File: config.mk
export PLATFORM = sky130hd
export DESIGN_NAME = keyarb_top
export DESIGN_NICKNAME = d
export VERILOG_FILES = /design/src/rtl/keyarb_pkg.sv /design/src/rtl/keyarb_group_pick.sv /design/src/rtl/keyarb_guard.sv /design/src/rtl/keyarb_top.sv
export SDC_FILE = /design/constraint.sdc
export NUM_CORES = 1
export LEC_CHECK = 0
export BUFFER_PORTS_ARGS = -buffer_cell sky130_fd_sc_hd__buf_2
export CORE_MARGIN = 1
export CORE_UTILIZATION = 30
export CTS_CLUSTER_DIAMETER = 150
export DETAILED_ROUTE_END_ITERATION = 12
export GPL_TIMING_DRIVEN = 0
export HOLD_SLACK_MARGIN = 0.02
export PLACE_DENSITY = 0.43
export SYNTH_ARGS = -nofsm -noshare
export SYNTH_HDL_FRONTEND = slang
export SYNTH_SLANG_ARGS = --single-unit
File: constraint.sdc
create_clock -name clk -period 40.5 [get_ports clk]
set_input_delay 0 -clock clk [delete_from_list [all_inputs] [get_ports clk]]
set_output_delay 0 -clock clk [all_outputs]
set_load 0.01 [all_outputs]
File: src/rtl/keyarb_pkg.sv
package keyarb_pkg;
    localparam int GRP_W    = 2;
    localparam int GRP_CNT  = 1 << GRP_W;
    localparam int GUARD_W  = 4;
endpackage

File: src/rtl/keyarb_group_pick.sv
module keyarb_group_pick #(
    parameter int N  = 7,
    parameter int DW = 16
) (
    input  logic [N-1:0]    req,
    input  logic [N*DW-1:0] delta,
    output logic [N-1:0]    win
);
    logic          found;
    logic [DW-1:0] best;
    int unsigned   idx;

    always_comb begin
        win   = '0;
        found = 1'b0;
        best  = '0;
        idx   = 0;
        for (int k = 0; k < N; k++) begin
            if (req[k] && (!found || delta[k*DW +: DW] > best)) begin
                found = 1'b1;
                best  = delta[k*DW +: DW];
                idx   = k;
            end
        end
        if (found) win[idx] = 1'b1;
    end
endmodule

File: src/rtl/keyarb_guard.sv
module keyarb_guard #(
    parameter int N = 7
) (
    input  logic [keyarb_pkg::GUARD_W-1:0] sel,
    input  logic [N-1:0]                   want,
    input  logic [N-1:0]                   filt,
    input  logic [N-1:0]                   held,
    output logic                           en,
    output logic [N-1:0]                   onehot,
    output logic [N-1:0]                   block
);
    logic pre;

    always_comb begin
        en     = (32'(sel) < N);
        onehot = '0;
        for (int k = 0; k < N; k++)
            if (en && 32'(sel) == k) onehot[k] = 1'b1;
        pre   = |(onehot & (want | filt) & ~held);
        block = pre ? ~onehot : '0;
    end
endmodule

File: src/rtl/keyarb_top.sv
module keyarb_top #(
    parameter int N  = 7,
    parameter int DW = 16
) (
    input  logic                              clk,
    input  logic                              rst_n,
    input  logic                              sample_i,
    input  logic [N-1:0]                      want_i,
    input  logic [N-1:0]                      filt_i,
    input  logic [N-1:0]                      keep_i,
    input  logic [N*DW-1:0]                   delta_i,
    input  logic [N*keyarb_pkg::GRP_W-1:0]    group_i,
    input  logic [keyarb_pkg::GUARD_W-1:0]    guard_sel_i,
    output logic [N-1:0]                      grant_o,
    output logic [N-1:0]                      irst_o,
    output logic [N:0]                        status_o,
    output logic                              touch_o
);
    import keyarb_pkg::*;

    typedef struct packed {
        logic [N-1:0] held;
        logic [N-1:0] irst;
        logic [N-1:0] rep;
        logic         touch;
    } arb_state_t;

    arb_state_t st_d, st_q;

    logic [N-1:0] member [GRP_CNT];
    logic [N-1:0] win    [GRP_CNT];
    logic [N-1:0] req    [GRP_CNT];
    logic [N-1:0] lock;
    logic [N-1:0] held_keep;
    logic [N-1:0] g_block, g_onehot;
    logic         g_en;

    assign held_keep = st_q.held & keep_i;

    keyarb_guard #(.N(N)) u_guard (
        .sel    (guard_sel_i),
        .want   (want_i),
        .filt   (filt_i),
        .held   (st_q.held),
        .en     (g_en),
        .onehot (g_onehot),
        .block  (g_block)
    );

    for (genvar g = 0; g < GRP_CNT; g++) begin : g_grp
        for (genvar k = 0; k < N; k++) begin : g_mem
            assign member[g][k] = (group_i[k*GRP_W +: GRP_W] == GRP_W'(g));
        end
        assign lock[g] = (g != 0) && |(held_keep & member[g]);
        assign req[g]  = want_i & ~st_q.held & ~g_block & member[g]
                         & {N{~lock[g]}};
        if (g == 0) begin : g_free
            assign win[g] = req[g];
        end else begin : g_pick
            keyarb_group_pick #(.N(N), .DW(DW)) u_pick (
                .req   (req[g]),
                .delta (delta_i),
                .win   (win[g])
            );
        end
    end
    for (genvar g = GRP_CNT; g < N; g++) begin : g_lock_pad
        assign lock[g] = 1'b0;
    end

    always_comb begin
        st_d = st_q;
        if (sample_i) begin
            st_d.held = held_keep;
            for (int g = 0; g < GRP_CNT; g++)
                st_d.held = st_d.held | win[g];
            st_d.irst = g_block & (filt_i | want_i) & ~st_q.held;
            if (g_en && |(st_d.held & g_onehot))
                st_d.rep = st_d.held & g_onehot;
            else
                st_d.rep = st_d.held;
            st_d.touch = |st_d.rep;
        end
    end

    always_ff @(posedge clk or negedge rst_n) begin
        if (!rst_n) st_q <= '0;
        else        st_q <= st_d;
    end

    assign grant_o  = st_q.held;
    assign irst_o   = st_q.irst;
    assign status_o = {1'b0, st_q.rep};
    assign touch_o  = st_q.touch;
endmodule

==> results by group, run 1 <==
Status
  – Status: finished, violations left
  – Failing checks: DRC

Yosys
  – Multiplexer area fraction after synthesis: 10.8%
  – Post-synth EDFFs: 0
  – Mapped Area: 12000 um^2
  – Ys Warns: 0
  – Compound-Gate Fraction of Synth Area: 26.4%
  – Post-Synth Adder-Cell Area: 29.9%
  – Sequential element share of the synthesized area: approximately 4.6%
  – Main synth FF type: dfrtp_1
  – Post-Synth XOR/XNOR Area: 0%
  – Simple-gate share of the synthesized area: a little under a quarter
  – Main combinational cell family by area after synthesis: adder cells
  – Average cell area after synthesis: between 7 and 8 um^2
  – Post-synth cell types: about 90
  – Synth Register Bits: 22
  – Post-Syn Instances: 1596
  – Syn nets: just over 2000
  – Post-synth ARST share: 100%

Power and ir drop
  – Lkg Pwr: approximately 5.8 nW
  – Maximum VDD drop: ~12 uV
  – Switch share: 52.4%
  – Flop pwr share: roughly 12%
  – Clock power frac: around 8.7%
  – Comb power frac: between 70 and 80%
  – Internal power: between 0.1 and 0.15 mW
  – P per Cell Area: just under 20 nW/um^2
  – Switching Power: roughly 0.14 mW

Floorplan
  – Die Height: slightly above 200 um
  – # IOs: between 150 and 200
  – Starting Density: a little under a third
  – Area of the core: around 40000 um^2
  – Row cnt: 73
  – Die Area: 41000 um^2
  – Die width: about 200 um

STA
  – Fin Hold WS: ~0.13 ns
  – Max Freq: 0.0484 GHz
  – Post-layout min period: 20.65 ns
  – Slew HR: between 15 and 20%
  – Unrepaired setup endpoints after global routing: false
  – Fin. max-slew vios: 0
  – Hold Fails Final Rpt: 0
  – Final Cycle Share: 51.0%
  – Worst-margin pin slew: roughly 1.2 ns
  – Setup TNS: 0 ns
  – Final Setup Violations: 0
  – Skew final: between 0.002 and 0.0025 ns

Cells and area
  – Fillers: 4330
  – Nets: roughly 2200
  – Fin area: approximately 14000 um^2
  – Area grow syn2layout: 13.4%
  – Share of cells above drive strength 1: roughly 16%

Setup path
  – Worst Path Max Fanout: 10
  – Critical Path RT: between 40 and 50 ns
  – CP Launch Point: grant_o[1]
  – Startpoint Class: flip-flop
  – Max incr delay on CP: 1.03 ns
  – WP data arrival: roughly 21 ns
  – Endpoint class of the critical path: flip-flop
  – Max stage delay cell, worst path: nor3_1
  – Setup CP Type: reg2reg
  – Worst R2R Start: grant_o[1]

GRT
  – Pin count of the biggest net entering global routing: 23
  – GRT Residual Overflow: 0
  – First-pass GRT wire length: a little over 70000 um
  – Vias in the first global route: between 10000 and 15000
  – Total track usage: between 20% and 30%
  – Initial antenna violation count: 8

Worst hold path
  – Worst Hold Class: in2reg
  – HP Start: sample_i

Routing
  – Routed wire per std cell: approximately 21 um
  – Vias post-DR: approximately 12000
  – Post-detailed-route count of antenna-violating nets: 0
  – Routed vias/inst: between 5 and 6
  – DRT Wirelength: around 48000 um
  – Drt pass-1 iters: 9
  – Residual DRC: 2
  – Drt first-iter violations: 628

Place
  – PortBufs: between 150 and 200
  – Dpl cell area: 13600 um^2
  – Final HPWL DP: ~43000 um
  – RD Place Congestion: around 0.90

Clock tree
  – # clock sinks: 22
  – Total CTS buffers: 3
  – CTS resizes: 0
  – CTS root buf: clkbuf_16
  – H-tree levels: 1
  – Clk slew on worst S/H paths: about 0.060 ns
  – Clk_lat worst skew: 0.26 ns
  – Clock buffer depth: 2
  – CTS tree: done

Run
  – Max cap viols: 0
synth_stat cells, types with 7 or more instances:
cell type  number  area share [%]
nand4_1        61             3.2
and4_1          7            0.51
o211ai_1       18             1.1
or2_2           7            0.36
a21oi_1        97             4.0
mux2i_1        61             5.1
nand2b_1       27             1.4
o21ai_0        77             3.2
inv_1         111             3.5
o21ba_2         7            0.58
nand2_1       199             6.2
o31ai_1        12            0.75
dfrtp_1        22             4.6
a211oi_1       15            0.93
o21bai_1       10            0.62
or4_1          13            0.81
nor2_1         86             2.7
or3_1           7            0.36
mux2_2         57             5.3
a31oi_1        11            0.57
nand3_1        33             1.4
and2_1          7            0.36
nor4_1         11            0.57
o21a_1         69             4.3
and3_1          8            0.42
nor3_1         17            0.71
ha_1          288              30
nor2b_1        26             1.3
clkbuf_1       38             1.2
a21o_1         73             4.5
cell families (layout without fill, tap and decap cells):
kind of cell / count (synthesis) / after routing
and+or+nand+nor: 541 / 541
muxes: 121 / 121
AOI/OAI and AO/OA: 461 / 461
DFF: 22 / 22
buffers and inverters: 162 / 338
adders and majority gates: 288 / 288
other: 1 / 4
power groups by stage:
stage	Combinational [mW]	Sequential [mW]	Clock [mW]
after floorplan	0.136	0.0323	0
after global placement	0.210	0.0313	0
after detailed placement	0.213	0.0314	0
after CTS	0.214	0.0310	0.0241
after global routing	0.240	0.0316	0.0249
final	0.214	0.0309	0.0235
routing by layer:
layer / global-route usage [%] / vias to the layer above / share of wire [%]
li1: - / 6374 / -
met1: 31.6 / 5846 / 48
met2: 39.0 / 236 / 47
met3: 1.79 / 33 / 3.6
met4: 2.52 / 10 / 1.1
met5: 0 / - / 0.13
placed cells by master, fill, tap and decap left out, drive strengths merged, types with 17 or more instances in the layout:
| cell type | count |
|---|---|
| nand2b | 27 |
| mux2 | 60 |
| a21o | 73 |
| dfrtp | 22 |
| nand4 | 61 |
| nand3 | 33 |
| nand2 | 199 |
| inv | 112 |
| a21oi | 99 |
| buf | 181 |
| nor2b | 26 |
| nor2 | 86 |
| nor3 | 17 |
| clkbuf | 43 |
| o21a | 69 |
| o211ai | 18 |
| ha | 288 |
| o21ai | 80 |
| mux2i | 61 |
registers in the layout (all words and copies together), names as in the netlist:
name,count
grant_o,7
touch_o,1
irst_o,7
status_o,7
critical path: cells and delay by family (launching register included):
kind                       cells  cell delay [ns]
adders and majority gates      6             1.86
and+or+nand+nor               19             5.72
muxes                          2             0.64
buffers and inverters          9             3.02
AOI/OAI and AO/OA             30             8.84
DFF                            1             0.42
what timing repair did:
action	4_1_cts	5_1_grt
hold buffers	1	0
hold endpoints to repair	22	0
buffers inserted	0	0
endpoints found under the setup margin	0	0
worst paths after layout:
kind                        endpoint  slack (ns)  cells past startpoint
setup / recovery             touch_o       19.85                     66
hold / removal             irst_o[1]        0.13                      3
setup reg to reg             touch_o       19.85                     66
hold reg to reg            irst_o[0]        0.48                      1
max in group asynchronous  irst_o[4]       39.88                      2
min in group asynchronous  irst_o[1]        0.26                      2
cell type report:
| class | instances | area [um^2] | share of cell area (%) |
|---|---|---|---|
| antenna | 3 | 7.51 | 0.0549 |
| buffer | 49 | 210 | 1.54 |
| clock buffer | 4 | 88.8 | 0.650 |
| inverter | 113 | 424 | 3.10 |
| multi-input combinational | 1412 | 10900 | 79.5 |
| sequential | 22 | 551 | 4.03 |
| tap | 525 | 657 | 4.81 |
| timing repair buffer | 172 | 866 | 6.33 |
through the flow:
stage / power [mW] / std cells / worst slack (ns) / util, %
6_report: 0.268 / 2300 / 19.85 / 34.5
5_1_grt: 0.297 / 2299 / 18.42 / 34.5
3_5_place_dp: 0.244 / 2292 / 19.61 / 34.2
2_1_floorplan: 0.168 / 1596 / 25.83 / -
4_1_cts: 0.269 / 2297 / 19.58 / 34.5
3_3_place_gp: 0.242 / 2292 / 19.65 / 34.2
Note: power is estimated with default switching activity, not from simulation.
==> run 2: changes to the inputs <==
PLACE_DENSITY = 0.45   (was 0.43)
clock period = 16.91 ns   (was 40.5 ns; I/O delays follow)
==> run 2 against run 1 <==
The run now ends clean; non-clock buffer count rose by 31; worst setup slack got worse by 19 ns; clock power rose by 140%; largest power group unchanged; critical endpoint unchanged.
==> results by group, run 2 (synthesis results as in run 1) <==
Status
  – Status: complete, no violations

Place
  – Final HPWL DP: 42400 um (-1.0%)
  – Dpl ws: -3.78 ns (-23.39 ns)
  – PortBufs: 171 (unchanged)
  – RD Place Congestion: 0.914 (+1.7%)

GRT
  – Met1 GRT Util: 31.3% (-0.31 points)
  – Met3 GRT Util: 2.45% (+0.66 points)
  – Most crowded layer after global routing: met2
  – GRT Residual Overflow: 0 (unchanged)
  – Vias in the first global route: 12400 (+2.7%)
  – Pin count of the biggest net entering global routing: 23 (unchanged)
  – First-pass GRT wire length: 72400 um (+0.64%)
  – Initial antenna violation count: 6 (-2)
  – Total track usage: 22.9% (+0.22 points)
  – GR Util met2: 37.7% (-1.3 points)

Routing
  – DRT Wirelength: 48600 um (+2.2%)
  – Routed wire per std cell: 20.9 um (+0.92%)
  – Drt first-iter violations: 760 (+21%)
  – Vias post-DR: 12800 (+2.6%)
  – Drt pass-1 iters: 5 (-4)
  – Routed vias/inst: 5.50 (+1.3%)
  – Post-detailed-route count of antenna-violating nets: 0 (unchanged)
  – Residual DRC: 0 (-2)

Cells and area
  – Commonest non-fill, non-tap cell in the layout: ha_1
  – Fillers: 4350 (+0.46%)
  – Commonest non-fill, non-tap cells in the layout: ha_1 (288), nand2_1 (198), buf_2 (178), inv_1 (111), a21oi_1 (94)
  – Share of cells above drive strength 1: 23.1% (+7.0 points)
  – Post-layout util: 36.4% (+1.9 points)
  – Nets: 2246 (+1.4%)
  – Area grow syn2layout: 19.7%

Setup path
  – Worst Path Max Fanout: 11 (+1)
  – Worst path buffer plus inverter count: 10 (+1)
  – Max incr delay on CP: 0.54 ns (-0.49 ns)
  – Critical Path RT: 17.09 ns (-23.58 ns)
  – WP data arrival: 16.30 ns (-4.52 ns)
  – Top Family by Delay on Critical Path: compound AO/OA/AOI/OAI gates
  – Max stage delay cell, worst path: or3_1
  – Startpoint Class: flip-flop
  – Endpoint class of the critical path: flip-flop
  – Cell mode on critical path: nand2_1
  – Setup CP Type: reg2reg

Clock tree
  – Total CTS buffers: 3 (unchanged)
  – H-tree levels: 1 (unchanged)
  – Clk slew on worst S/H paths: 0.06 ns (about the same)
  – # clock sinks: 22 (unchanged)
  – CTS root buf: clkbuf_16
  – Clk_lat worst skew: 0.26 ns (about the same)
  – CTS tree: done
  – Clock buffer depth: 2 (unchanged)

STA
  – Max Freq: 0.0620 GHz (+28%)
  – Worst-margin pin slew: 1.03 ns (-0.191 ns)
  – Slew HR: 30.3% (+12 points)
  – Final Cycle Share: 95.4% (+44 points)
  – Setup TNS: 0 ns (unchanged)
  – Final worst slack: 0.784 ns (-19.07 ns)
  – Skew final: 0.00211 ns (-0.000132 ns)
  – Fin Hold WS: 0.150 ns (+0.0206 ns)
  – Fin. max-slew vios: 0 (unchanged)
  – Post-layout min period: 16.13 ns (-4.52 ns)
  – Final Setup Violations: 0 (unchanged)
  – Hold Fails Final Rpt: 0 (unchanged)

Floorplan
  – Area of the core: 39600 um^2 (unchanged)
  – # IOs: 177 (unchanged)
  – Die Height: 202 um (unchanged)
  – Starting Density: 30.4% (unchanged)
  – Row cnt: 73 (unchanged)
  – Die width: 202 um (unchanged)
  – Die Area: 41000 um^2 (unchanged)

Power and ir drop
  – Tot Pwr: 0.678 mW (+150%)
  – Lkg Pwr: 6.14 nW (+5.7%)
  – Maximum VDD drop: 32.0 uV (+170%)
  – P per Cell Area: 47.0 nW/um^2 (+140%)

Worst hold path
  – Worst Hold Class: in2reg

Run
  – Max cap viols: 0 (unchanged)
run 2: changes by cell type in the layout (fill, tap and decap cells not counted), moves of 4 or more:
| cell | previous run | this run |
|---|---|---|
| buf_4 | 2 | 42 |
| clkbuf_1 | 38 | 5 |
| o21ai_0 | 77 | 51 |
| o21ai_2 | 0 | 16 |
| mux2i_1 | 61 | 46 |
| clkbuf_2 | 0 | 10 |
| clkbuf_4 | 1 | 11 |
| o21ai_1 | 3 | 13 |
| mux2i_2 | 0 | 9 |
| mux2i_4 | 0 | 6 |
| a211oi_1 | 15 | 11 |
| a211oi_2 | 1 | 5 |
| o31ai_1 | 12 | 8 |
| o31ai_2 | 1 | 5 |
run 2: cell type report:
class | count | area (um^2) | share of cell area (%)
diodes | 2 | 5.00 | 0.0347
plain buffers | 45 | 298 | 2.06
clock buffers | 4 | 88.8 | 0.616
inverters | 113 | 424 | 2.94
multi-input cells | 1412 | 11300 | 78.1
flip-flops and latches | 22 | 551 | 3.82
well taps | 525 | 657 | 4.55
repair buffers | 207 | 1130 | 7.83
run 2: timing repair:
item	CTS	global route
hold buffers	1	0
resized for setup	78	114
endpoints found under the setup margin	15	15
hold endpoints to repair	22	0
buffers inserted	12	21
pin swaps	9	11
gates cloned	0	2
run 2: stage by stage:
stage | instance area (um^2) | cells
floorplan | 12000 | 1596
global placement | 13600 | 2292
detailed placement | 13600 | 2292
CTS | 14000 | 2306
global route | 14400 | 2330
finish | 14400 | 2330
run 2: path summary, 6_finish.rpt:
| path | end | slack, ns | cells past startpoint | from |
|---|---|---|---|---|
| worst max register to register | touch_o | 0.78 | 69 | grant_o[0] |
| worst min register to register | irst_o[1] | 0.49 | 1 | irst_o[1] |
| worst min-delay path | irst_o[1] | 0.15 | 3 | sample_i |
| max in group asynchronous | irst_o[6] | 16.26 | 2 | rst_n |
| worst max-delay path | touch_o | 0.78 | 69 | grant_o[0] |
| min in group asynchronous | status_o[2] | 0.29 | 2 | rst_n |
run 2: per-layer routing:
layer | vias up | wire, um
li1 | 6425 | -
met1 | 6026 | 22800
met2 | 297 | 22300
met3 | 65 | 1960
met4 | 8 | 1490
met5 | - | 42
run 2: report_power, final:
part	internal [mW]	switching (mW)	total, mW
Combinational	0.227	0.322	0.548
Sequential	0.0633	0.0108	0.0741
Clock	0.0362	0.0198	0.0560
Total	0.326	0.352	0.678
run 2: worst reg2reg max path, delay by kind of cell (launching register included):
| family | cells | cell delay [ns] |
|---|---|---|
| DFF | 1 | 0.46 |
| AOI/OAI and AO/OA | 29 | 5.98 |
| buffers and inverters | 10 | 2.35 |
| and+or+nand+nor | 22 | 4.64 |
| muxes | 2 | 0.79 |
| adders and majority gates | 6 | 1.85 |
==> run 3: changes to the inputs <==
CELL_PAD_IN_SITES_DETAIL_PLACEMENT = 1   (was unset)
CELL_PAD_IN_SITES_GLOBAL_PLACEMENT = 1   (was unset)
PLACE_DENSITY = 0.59   (was 0.45)
==> run 3 against run 2 <==
Register-to-register slack got worse by 0.12 ns; sequential power rose by 0.7%; wire length rose by 6.3%; largest power group unchanged.
==> results by group, run 3 (synthesis results as in run 1) <==
Power and ir drop
  – Maximum VDD drop: 30.0 uV (-6.0%)
  – Tot Pwr: 0.690 mW (+1.8%)
  – Flop pwr share: 10.8% (about the same)
  – Switch share: 52.5% (+0.56 points)
  – Comb power frac: 81.0% (+0.2 points)
  – P per Cell Area: 47.7 nW/um^2 (+1.4%)
  – Internal power: 0.328 mW (+0.57%)
  – Clock power frac: 8.2% (about the same)
  – Switching Power: 0.362 mW (+2.9%)
  – Lkg Pwr: 6.15 nW (+0.14%)

Status
  – Status: complete, no violations

Setup path
  – Top Family by Delay on Critical Path: compound AO/OA/AOI/OAI gates
  – Critical Path RT: 17.09 ns (about the same)
  – CP Launch Point: grant_o[0]
  – Setup CP Type: reg2reg
  – Endpoint class of the critical path: flip-flop
  – Max incr delay on CP: 0.60 ns (+0.06 ns)
  – Cell mode on critical path: ha_1
  – Worst R2R Start: grant_o[0]
  – Worst Path Max Fanout: 10 (-1)
  – WP data arrival: 16.42 ns (+0.12 ns)
  – Worst path buffer plus inverter count: 11 (+1)
  – Startpoint Class: flip-flop
  – Max stage delay cell, worst path: or4_1

Routing
  – Residual DRC: 0 (unchanged)
  – Highest metal used: met5
  – Drt pass-1 iters: 5 (unchanged)
  – Routed vias/inst: 5.61 (+1.9%)
  – Vias post-DR: 13100 (+1.9%)
  – Routed wire per std cell: 22.2 um (+6.3%)
  – DRT Wirelength: 51700 um (+6.3%)
  – WL met1: 24000 um (+5.3%)
  – Post-detailed-route count of antenna-violating nets: 0 (unchanged)
  – Detail Route met2 WL: 24200 um (+8.2%)
  – Routed length on met3: 1580 um (-19%)
  – Drt first-iter violations: 596 (-22%)

STA
  – Hold Fails Final Rpt: 0 (unchanged)
  – Slew HR: 28.0% (-2.4 points)
  – Worst-margin pin slew: 1.07 ns (+0.0352 ns)
  – Fin Hold WS: 0.127 ns (-0.0234 ns)
  – Final Setup Violations: 0 (unchanged)
  – Setup TNS: 0 ns (unchanged)
  – Final worst slack: 0.667 ns (-0.117 ns)
  – Final Cycle Share: 96.1% (+0.69 points)
  – Post-layout min period: 16.24 ns (+0.117 ns)
  – Fin. max-slew vios: 0 (unchanged)
  – Skew final: 0.00245 ns (+0.000337 ns)
  – Max Freq: 0.0616 GHz (-0.72%)

Floorplan
  – Row cnt: 73 (unchanged)
  – Area of the core: 39600 um^2 (unchanged)
  – Die width: 202 um (unchanged)
  – # IOs: 177 (unchanged)
  – Starting Density: 30.4% (unchanged)
  – Die Height: 202 um (unchanged)
  – Die Area: 41000 um^2 (unchanged)

Worst hold path
  – Worst Hold Class: in2reg
  – HP Start: sample_i

Clock tree
  – Clk_lat worst skew: 0.26 ns (about the same)
  – H-tree levels: 1 (unchanged)
  – # clock sinks: 22 (unchanged)
  – CTS tree: done
  – Clock buffer depth: 2 (unchanged)
  – CTS root buf: clkbuf_16
  – Total CTS buffers: 3 (unchanged)
  – Clk slew on worst S/H paths: 0.06 ns (about the same)

Place
  – RD Place Congestion: 0.917 (+0.33%)
  – Dpl cell area: 13600 um^2 (unchanged)
  – Number of cells after detailed placement: 2292 (unchanged)
  – PortBufs: 171 (unchanged)
  – Dpl ws: -4.08 ns (-0.299 ns)
  – Final HPWL DP: 45100 um (+6.4%)

GRT
  – Total track usage: 24.4% (+1.5 points)
  – First-pass GRT wire length: 77700 um (+7.2%)
  – GRT Residual Overflow: 0 (unchanged)
  – Initial antenna violation count: 7 (+1)
  – Vias in the first global route: 13600 (+9.3%)
  – Pin count of the biggest net entering global routing: 23 (unchanged)

Cells and area
  – Layout Cells excl Fill: 2330 (unchanged)
  – Fin area: 14500 um^2 (+0.38%)
  – Post-layout util: 36.5% (+0.14 points)
  – Area grow syn2layout: 20.2%
  – Nets: 2244 (-0.089%)
  – Commonest non-fill, non-tap cells in the layout: ha_1 (288), nand2_1 (197), buf_2 (179), inv_1 (111), a21oi_1 (94)
  – Commonest non-fill, non-tap cell in the layout: ha_1
  – Share of cells above drive strength 1: 23.5% (+0.36 points)

Run
  – Max cap viols: 0 (unchanged)
run 3: changes by cell type in the layout (fill, tap and decap cells not counted), sizes merged:
cell	delta
buf	+2
clkbuf	-4
diode	+2
run 3: per-layer routing:
| layer | GRT usage, % | vias up |
|---|---|---|
| li1 | - | 6429 |
| met1 | 32.6 | 6290 |
| met2 | 41.6 | 255 |
| met3 | 1.77 | 80 |
| met4 | 7.63 | 6 |
| met5 | 0 | - |
run 3: repair_timing:
item	in CTS	in global routing
hold buffers	1	0
endpoints found under the hold margin	22	0
setup endpoints to repair	15	14
pin swaps	9	12
buffers inserted	14	16
cloned	1	1
resized for setup	95	118
run 3: path summary, 6_finish.rpt:
check / cells past startpoint / end / slack [ns]
min in group asynchronous: 2 / status_o[2] / 0.26
worst max-delay path: 69 / touch_o / 0.67
worst max register to register: 69 / touch_o / 0.67
max in group asynchronous: 2 / grant_o[2] / 16.29
worst min register to register: 1 / irst_o[0] / 0.49
worst min-delay path: 3 / irst_o[1] / 0.13
run 3: area by class of cell:
cell class / instances / area [um^2]
diodes: 4 / 10.0
plain buffers: 46 / 318
clock buffers: 4 / 88.8
fillers: 4901 / 25200
inverters: 113 / 424
multi-input cells: 1412 / 11300
flip-flops and latches: 22 / 551
well taps: 525 / 657
repair buffers: 204 / 1110
run 3: power by group through the flow:
stage          Combinational [mW]  Sequential [mW]  Clock (mW)
5_1_grt                     0.619           0.0765      0.0605
6_report                    0.559           0.0746      0.0564
2_1_floorplan               0.325           0.0772           0
3_3_place_gp                0.503           0.0748           0
4_1_cts                     0.541           0.0745      0.0584
3_5_place_dp                0.520           0.0751           0
run 3: tightest hold or removal path, stage by stage:
cell,delay (ns)
clkbuf_1,0.19
nand2_1,0.10
o2bb2ai_1,0.06
